`config.mk`:
```
export PLATFORM = sky130hd
export DESIGN_NAME = eecopy_engine
export DESIGN_NICKNAME = d
export VERILOG_FILES = /design/src/rtl/eecopy_pkg.sv /design/src/rtl/eecopy_spi_shift.sv /design/src/rtl/eecopy_seq.sv /design/src/rtl/eecopy_engine.sv
export SDC_FILE = /design/constraint.sdc
export NUM_CORES = 1
export LEC_CHECK = 0
export BUFFER_PORTS_ARGS = -buffer_cell sky130_fd_sc_hd__buf_4
export CAP_MARGIN = 20
export CORE_ASPECT_RATIO = 0.75
export CORE_MARGIN = 5
export CORE_UTILIZATION = 43
export DETAILED_ROUTE_END_ITERATION = 10
export HOLD_SLACK_MARGIN = 0.05
export MAX_ROUTING_LAYER = met4
export PLACE_DENSITY_LB_ADDON = 0.15
export SLEW_MARGIN = 20
export SYNTH_ARGS = -nofsm -noshare
export SYNTH_HDL_FRONTEND = slang
export SYNTH_HIERARCHICAL = 1
export SYNTH_SLANG_ARGS = --single-unit
export TNS_END_PERCENT = 1
```
`constraint.sdc`:
```
create_clock -name clk_i -period 5.8 [get_ports clk_i]
set_input_delay 0.58 -clock clk_i [delete_from_list [all_inputs] [get_ports clk_i]]
set_output_delay 0.58 -clock clk_i [all_outputs]
set_load 0.02 [all_outputs]
```
`src/rtl/eecopy_pkg.sv`:
```
package eecopy_pkg;
  typedef enum logic [3:0] {
    S_IDLE, S_WREN, S_WREN_GAP, S_WR_CMD, S_ADR_H, S_ADR_L,
    S_RD, S_DAT_H, S_DAT_L, S_WR_GAP, S_POLL_CMD, S_POLL_RD, S_POLL_GAP
  } seq_state_e;

  localparam logic [7:0] OP_WREN  = 8'h06;
  localparam logic [7:0] OP_WRITE = 8'h02;
  localparam logic [7:0] OP_RDSR  = 8'h05;
endpackage

```
`src/rtl/eecopy_spi_shift.sv`:
```
module eecopy_spi_shift #(
  parameter int HALF_DIV = 12
) (
  input  logic       clk_i,
  input  logic       rst_ni,
  input  logic       cpol_i,
  input  logic       start_i,
  input  logic [7:0] tx_i,
  input  logic       miso_i,
  output logic       done_o,
  output logic [7:0] rx_o,
  output logic       sck_o,
  output logic       mosi_o
);
  localparam int CW = (HALF_DIV > 1) ? $clog2(HALF_DIV) : 1;
  localparam logic [CW-1:0] CNT_LOAD = CW'(HALF_DIV - 1);

  logic          run_q, act_q, mosi_q, done_q;
  logic [CW-1:0] cnt_q;
  logic [2:0]    bit_q;
  logic [7:0]    sh_q;

  always_ff @(posedge clk_i or negedge rst_ni) begin
    if (!rst_ni) begin
      run_q  <= 1'b0;
      act_q  <= 1'b0;
      mosi_q <= 1'b0;
      done_q <= 1'b0;
      cnt_q  <= '0;
      bit_q  <= '0;
      sh_q   <= '0;
    end else begin
      done_q <= 1'b0;
      if (start_i && !run_q) begin
        run_q  <= 1'b1;
        act_q  <= 1'b1;           // leading edge, drive bit 7
        mosi_q <= tx_i[7];
        sh_q   <= tx_i;
        bit_q  <= '0;
        cnt_q  <= CNT_LOAD;
      end else if (run_q) begin
        if (cnt_q != '0) begin
          cnt_q <= cnt_q - 1'b1;
        end else if (act_q) begin
          act_q <= 1'b0;          // trailing edge, sample
          sh_q  <= {sh_q[6:0], miso_i};
          cnt_q <= CNT_LOAD;
        end else if (bit_q == 3'd7) begin
          run_q  <= 1'b0;
          done_q <= 1'b1;
        end else begin
          bit_q  <= bit_q + 1'b1;
          act_q  <= 1'b1;
          mosi_q <= sh_q[7];
          cnt_q  <= CNT_LOAD;
        end
      end
    end
  end

  assign done_o = done_q;
  assign rx_o   = sh_q;
  assign sck_o  = cpol_i ^ act_q;
  assign mosi_o = mosi_q;
endmodule

```
`src/rtl/eecopy_seq.sv`:
```
module eecopy_seq
  import eecopy_pkg::*;
#(
  parameter int ADDR_W      = 15,
  parameter int PAGE_BYTES  = 128,
  parameter int SMALL_WORDS = 1024,
  parameter int FULL_WORDS  = 32768,
  parameter int GAP_CYC     = 12
) (
  input  logic              clk_i,
  input  logic              rst_ni,
  input  logic              start_i,
  input  logic              size_sel_i,
  input  logic              sh_done_i,
  input  logic [7:0]        rx_i,
  output logic              sh_start_o,
  output logic [7:0]        tx_o,
  output logic              cs_no,
  output logic              mem_rd_o,
  output logic [ADDR_W-1:0] mem_addr_o,
  input  logic [15:0]       mem_rdata_i,
  output logic              busy_o,
  output logic              done_o
);
  localparam int PAGE_WORDS = PAGE_BYTES / 2;
  localparam int PWL        = $clog2(PAGE_WORDS);
  localparam int GW         = (GAP_CYC > 1) ? $clog2(GAP_CYC) : 1;
  localparam logic [ADDR_W:0] SMALL_N = (ADDR_W+1)'(SMALL_WORDS);
  localparam logic [ADDR_W:0] FULL_N  = (ADDR_W+1)'(FULL_WORDS);

  seq_state_e      st_q;
  logic            pend_q, size_q, done_q, wip_q;
  logic [ADDR_W:0] widx_q;
  logic [15:0]     word_q;
  logic [GW-1:0]   gap_q;
  logic [15:0]     byte_addr;
  logic [ADDR_W:0] widx_nxt, total;
  logic            byte_st, gap_end, page_last;

  assign byte_addr = 16'({widx_q[ADDR_W-1:0], 1'b0});
  assign widx_nxt  = widx_q + 1'b1;
  assign total     = size_q ? FULL_N : SMALL_N;
  assign page_last = &widx_q[PWL-1:0];
  assign gap_end   = (gap_q == GW'(GAP_CYC - 1));

  always_comb begin
    byte_st = 1'b1;
    tx_o    = 8'h00;
    unique case (st_q)
      S_WREN:     tx_o = OP_WREN;
      S_WR_CMD:   tx_o = OP_WRITE;
      S_ADR_H:    tx_o = byte_addr[15:8];
      S_ADR_L:    tx_o = byte_addr[7:0];
      S_DAT_H:    tx_o = mem_rdata_i[15:8];
      S_DAT_L:    tx_o = word_q[7:0];
      S_POLL_CMD: tx_o = OP_RDSR;
      S_POLL_RD:  tx_o = 8'h00;
      default:    byte_st = 1'b0;
    endcase
  end

  assign sh_start_o = byte_st && !pend_q;
  assign cs_no      = !(byte_st || st_q == S_RD);
  assign mem_rd_o   = (st_q == S_RD);
  assign mem_addr_o = widx_q[ADDR_W-1:0];
  assign busy_o     = (st_q != S_IDLE);
  assign done_o     = done_q;

  always_ff @(posedge clk_i or negedge rst_ni) begin
    if (!rst_ni) begin
      st_q   <= S_IDLE;
      pend_q <= 1'b0;
      size_q <= 1'b0;
      done_q <= 1'b0;
      wip_q  <= 1'b0;
      widx_q <= '0;
      word_q <= '0;
      gap_q  <= '0;
    end else begin
      if (byte_st) begin
        if (!pend_q) begin
          pend_q <= 1'b1;
          if (st_q == S_DAT_H) word_q <= mem_rdata_i;
        end else if (sh_done_i) begin
          pend_q <= 1'b0;
        end
      end
      gap_q <= '0;
      unique case (st_q)
        S_IDLE: if (start_i) begin
          st_q   <= S_WREN;
          size_q <= size_sel_i;
          widx_q <= '0;
          done_q <= 1'b0;
        end
        S_WREN:     if (pend_q && sh_done_i) st_q <= S_WREN_GAP;
        S_WREN_GAP: if (gap_end) st_q <= S_WR_CMD; else gap_q <= gap_q + 1'b1;
        S_WR_CMD:   if (pend_q && sh_done_i) st_q <= S_ADR_H;
        S_ADR_H:    if (pend_q && sh_done_i) st_q <= S_ADR_L;
        S_ADR_L:    if (pend_q && sh_done_i) st_q <= S_RD;
        S_RD:       st_q <= S_DAT_H;
        S_DAT_H:    if (pend_q && sh_done_i) st_q <= S_DAT_L;
        S_DAT_L: if (pend_q && sh_done_i) begin
          widx_q <= widx_nxt;
          st_q   <= (widx_nxt == total || page_last) ? S_WR_GAP : S_RD;
        end
        S_WR_GAP:   if (gap_end) st_q <= S_POLL_CMD; else gap_q <= gap_q + 1'b1;
        S_POLL_CMD: if (pend_q && sh_done_i) st_q <= S_POLL_RD;
        S_POLL_RD: if (pend_q && sh_done_i) begin
          wip_q <= rx_i[0];
          st_q  <= S_POLL_GAP;
        end
        S_POLL_GAP: if (!gap_end) begin
          gap_q <= gap_q + 1'b1;
        end else if (wip_q) begin
          st_q <= S_POLL_CMD;
        end else if (widx_q == total) begin
          st_q   <= S_IDLE;
          done_q <= 1'b1;
        end else begin
          st_q <= S_WREN;
        end
        default: st_q <= S_IDLE;
      endcase
    end
  end
endmodule

```
`src/rtl/eecopy_engine.sv`:
```
module eecopy_engine #(
  parameter int ADDR_W      = 15,
  parameter int PAGE_BYTES  = 128,
  parameter int SMALL_WORDS = 1024,
  parameter int FULL_WORDS  = 32768,
  parameter int HALF_DIV    = 12
) (
  input  logic              clk_i,
  input  logic              rst_ni,
  input  logic              start_i,
  input  logic              size_sel_i,
  input  logic              mode3_i,
  output logic              busy_o,
  output logic              done_o,
  output logic              mem_rd_o,
  output logic [ADDR_W-1:0] mem_addr_o,
  input  logic [15:0]       mem_rdata_i,
  output logic              sck_o,
  output logic              mosi_o,
  input  logic              miso_i,
  output logic              cs_no
);
  logic       sh_start, sh_done;
  logic [7:0] sh_tx, sh_rx;

  eecopy_seq #(
    .ADDR_W(ADDR_W), .PAGE_BYTES(PAGE_BYTES), .SMALL_WORDS(SMALL_WORDS),
    .FULL_WORDS(FULL_WORDS), .GAP_CYC(HALF_DIV)
  ) u_seq (
    .clk_i(clk_i), .rst_ni(rst_ni), .start_i(start_i), .size_sel_i(size_sel_i),
    .sh_done_i(sh_done), .rx_i(sh_rx), .sh_start_o(sh_start), .tx_o(sh_tx),
    .cs_no(cs_no), .mem_rd_o(mem_rd_o), .mem_addr_o(mem_addr_o),
    .mem_rdata_i(mem_rdata_i), .busy_o(busy_o), .done_o(done_o)
  );

  eecopy_spi_shift #(.HALF_DIV(HALF_DIV)) u_shift (
    .clk_i(clk_i), .rst_ni(rst_ni), .cpol_i(mode3_i), .start_i(sh_start),
    .tx_i(sh_tx), .miso_i(miso_i), .done_o(sh_done), .rx_o(sh_rx),
    .sck_o(sck_o), .mosi_o(mosi_o)
  );
endmodule

```
==> impl_metrics.py <==
metrics = {
    "run_status": {
        "outcome": "finished, final reports clean",
    },
    "power": {
        "leakage_nw": 1.84,
        "power_density_nw_per_um2": 321,
        "ir_drop_mv": 0.125,
    },
    "worst_setup_path": {
        "worstSetupStartpointType": "flip-flop",
        "critPathBufInv": 0,
        "reg2reg_depth": 8,
        "critPathMaxFanout": 26,
        "cp-endpoint": "u_shift/rx_o[5]",
        "cpMaxStageDelayCell": "dfrtp_1",
        "r2r_slack_ns": 2.69,
        "criticalPathCategory": "flip-flop to flip-flop",
        "r2r_end": "u_shift/rx_o[5]",
        "cp-startpoint": "u_seq/st_q[1]",
        "path_delay_family": "simple AND/OR/NAND/NOR gates",
        "cp.depth": 8,
        "crit_arrival_ns": 3.29,
        "slowest_delay_ns": 0.87,
        "r2r_start": "u_seq/st_q[1]",
        "end_kind": "flip-flop",
        "path_cells": "nand2b_1 > nand2b_1 > nand2_1 > o31ai_1 > nor2_1 > nor2b_1 > mux2_2 > mux2_2",
        "required_ns": 5.98,
    },
    "detailed_routing": {
        "via_per_inst": 5.87,
        "vias": 3148,
        "route.detailed.drc": 0,
        "drt_iter0_drc": 350,
        "antenna_left": 0,
        "firstDrtPassIters": 5,
        "wire_per_inst_um": 17.7,
        "wl_um": 9470,
    },
    "timing": {
        "fin_skew_ns": 0.0106,
        "grt_setup_unrepaired": "no",
        "final_max_slew_viol_count": 0,
        "hold_viol": 0,
        "finalCriticalPeriod_ns": 3.11,
        "setup_tns_ns": 0,
        "fin_crit_sh_pct": 53.6,
        "worstMarginPinSlew_ns": 0.942,
        "whs_ns": 0.333,
        "max-slew-margin-rel_pct": 37.2,
        "fmax_mhz": 322,
        "setup_viol": 0,
    },
    "floorplan": {
        "core_um2": 8560,
        "die_y_um": 91.5,
        "initial_core_util_pct": 44.5,
        "dieArea_um2": 10900,
        "io_pins": 43,
        "dieWidth_um": 119,
        "placementRows": 29,
    },
    "cts": {
        "cts_resized": 0,
        "cts_setup_buffers": 0,
        "ctsHoldBuffers": 0,
        "h-tree-depth": 2,
        "cts_buffers": 5,
        "cts.clk_slew.worst_paths_ns": 0.08,
        "clock_sinks": 55,
        "max-clock-path-buffers": 2,
        "cts_tree": "yes",
        "clock_latency_ns": 0.30,
        "root_buffer": "clkbuf_16",
    },
    "synth": {
        "synth-async-reset-ratio_pct": 100,
        "ys_warn_count": 6,
        "syn_area_per_cell_um2": 8.99,
        "ys.flop_type": "dfrtp_1",
        "synth_nets": 453,
        "synth_top_area_share_pct": 36.1,
        "ys_seq_area_share_pct": 36.1,
        "synth_cell_types": 70,
        "synthCells": 424,
        "yosys_register_bits": 55,
        "netlist_area_um2": 3810,
        "synth_edf_count": 0,
        "synth.most_common_cell": "dfrtp_1",
        "yosys.area.top_type": "dfrtp_1",
        "ys_top_cells_by_area": "dfrtp_1 36%, mux2_2 7.1%, nor2_1 4.3%",
        "synth_common_cells": "55 x dfrtp_1, 44 x nor2_1, 35 x nand2_1",
    },
    "hold_path": {
        "hp-class": "primary input to async pin",
    },
    "grt": {
        "grt_pass1_wl_um": 16000,
        "globalRouteOverflowTotal": 0,
        "grt_max_degree": 56,
        "grtUsageTotal_pct": 18.4,
        "grt_pass1_vias": 3039,
        "grt_antenna_before_repair": 0,
    },
    "cells_and_area": {
        "final.fill_count": 850,
        "diodes": 0,
        "nets": 456,
        "drive_gt1_share_pct": 21.0,
        "area_delta_synth_final_pct": 8.01,
    },
    "placed_design": {
        "io_buffers": 42,
        "hpwl_um": 6760,
        "routabilityCongestion": 0.828,
    },
    "job": {
        "maxCapViolCount": 0,
    },
}
-- state kept, by name (all words and copies together), names as in the netlist --
register	flops
u_shift/act_q	1
u_seq/widx_q	16
u_shift/mosi_o	1
u_seq/pend_q	1
u_seq/word_q	8
u_shift/done_o	1
u_shift/cnt_q	4
u_shift/bit_q	3
u_seq/st_q	4
u_seq/size_q	1
u_seq/gap_q	4
u_seq/wip_q	1
u_shift/run_q	1
u_shift/rx_o	8
u_seq/done_o	1
-- logic make-up after synthesis --
group	share of synthesized area, %
DFF	36.1
adders and majority gates	2.30
xor gates and xnor gates	1.61
muxes	9.98
and+or+nand+nor	21.4
buffers and inverters	9.75
AOI/OAI and AO/OA	18.8
-- layout make-up --
cell class                      instances  area (um2)  share of cell area [%]
Clock buffer                            6         139                    3.37
Clock inverter                          2        35.0                   0.851
Inverter                               14        52.6                    1.28
Multi-Input combinational cell        309        2060                    50.1
Sequential cell                        55        1380                    33.4
Tap cell                              108         135                    3.28
Timing Repair Buffer                   42         315                    7.66
-- report_power, final --
part,leakage (nW),switching [mW],total [mW],internal [mW]
Sequential,0.729,0.113,0.571,0.458
Clock,0.0868,0.139,0.354,0.215
Combinational,1.03,0.203,0.397,0.195
-- cell usage in the layout, fill, tap and decap left out, types with 9 or more instances in the layout --
master    instances
nor3_1           12
a21oi_1          15
mux2_2           24
buf_4            42
mux2i_1          11
nor2_1           44
nand2b_1          9
o21ai_1           9
nand2_1          35
o21ai_0          28
inv_1            14
dfrtp_1          55
-- metal layers --
metal  routed length, um  GRT usage (%)  vias up  part of all wire, %
met1                4860           27.4     1519                   51
met3                 396           3.17        9                  4.2
li1                    -              -     1526                    -
met5                   0              -        -                    0
met2                4130           26.3       94                   44
met4                  88           3.66        0                 0.93
-- stage by stage --
step,setup slack (ns),power (mW),std cells,util (%),area (um2)
6_report,2.69,1.32,536,48.1,4120
5_1_grt,2.35,1.43,536,48.1,4120
2_1_floorplan,3.25,0.883,424,-,3810
3_5_place_dp,2.72,0.976,528,46.0,3940
4_1_cts,2.68,1.34,536,48.1,4120
3_3_place_gp,2.84,0.961,528,46.0,3940
-- worst min path at each step --
stage	startpoint	to	cells past startpoint
6_report	rst_ni	u_seq/widx_q[13]	1
5_1_grt	rst_ni	u_seq/widx_q[13]	1
4_1_cts	rst_ni	u_seq/widx_q[3]	1
3_5_place_dp	u_seq/gap_q[0]	u_seq/gap_q[0]	1
3_3_place_gp	u_seq/gap_q[0]	u_seq/gap_q[0]	1
2_1_floorplan	rst_ni	u_seq/done_o	0
Note: power is estimated with default switching activity, not from simulation.
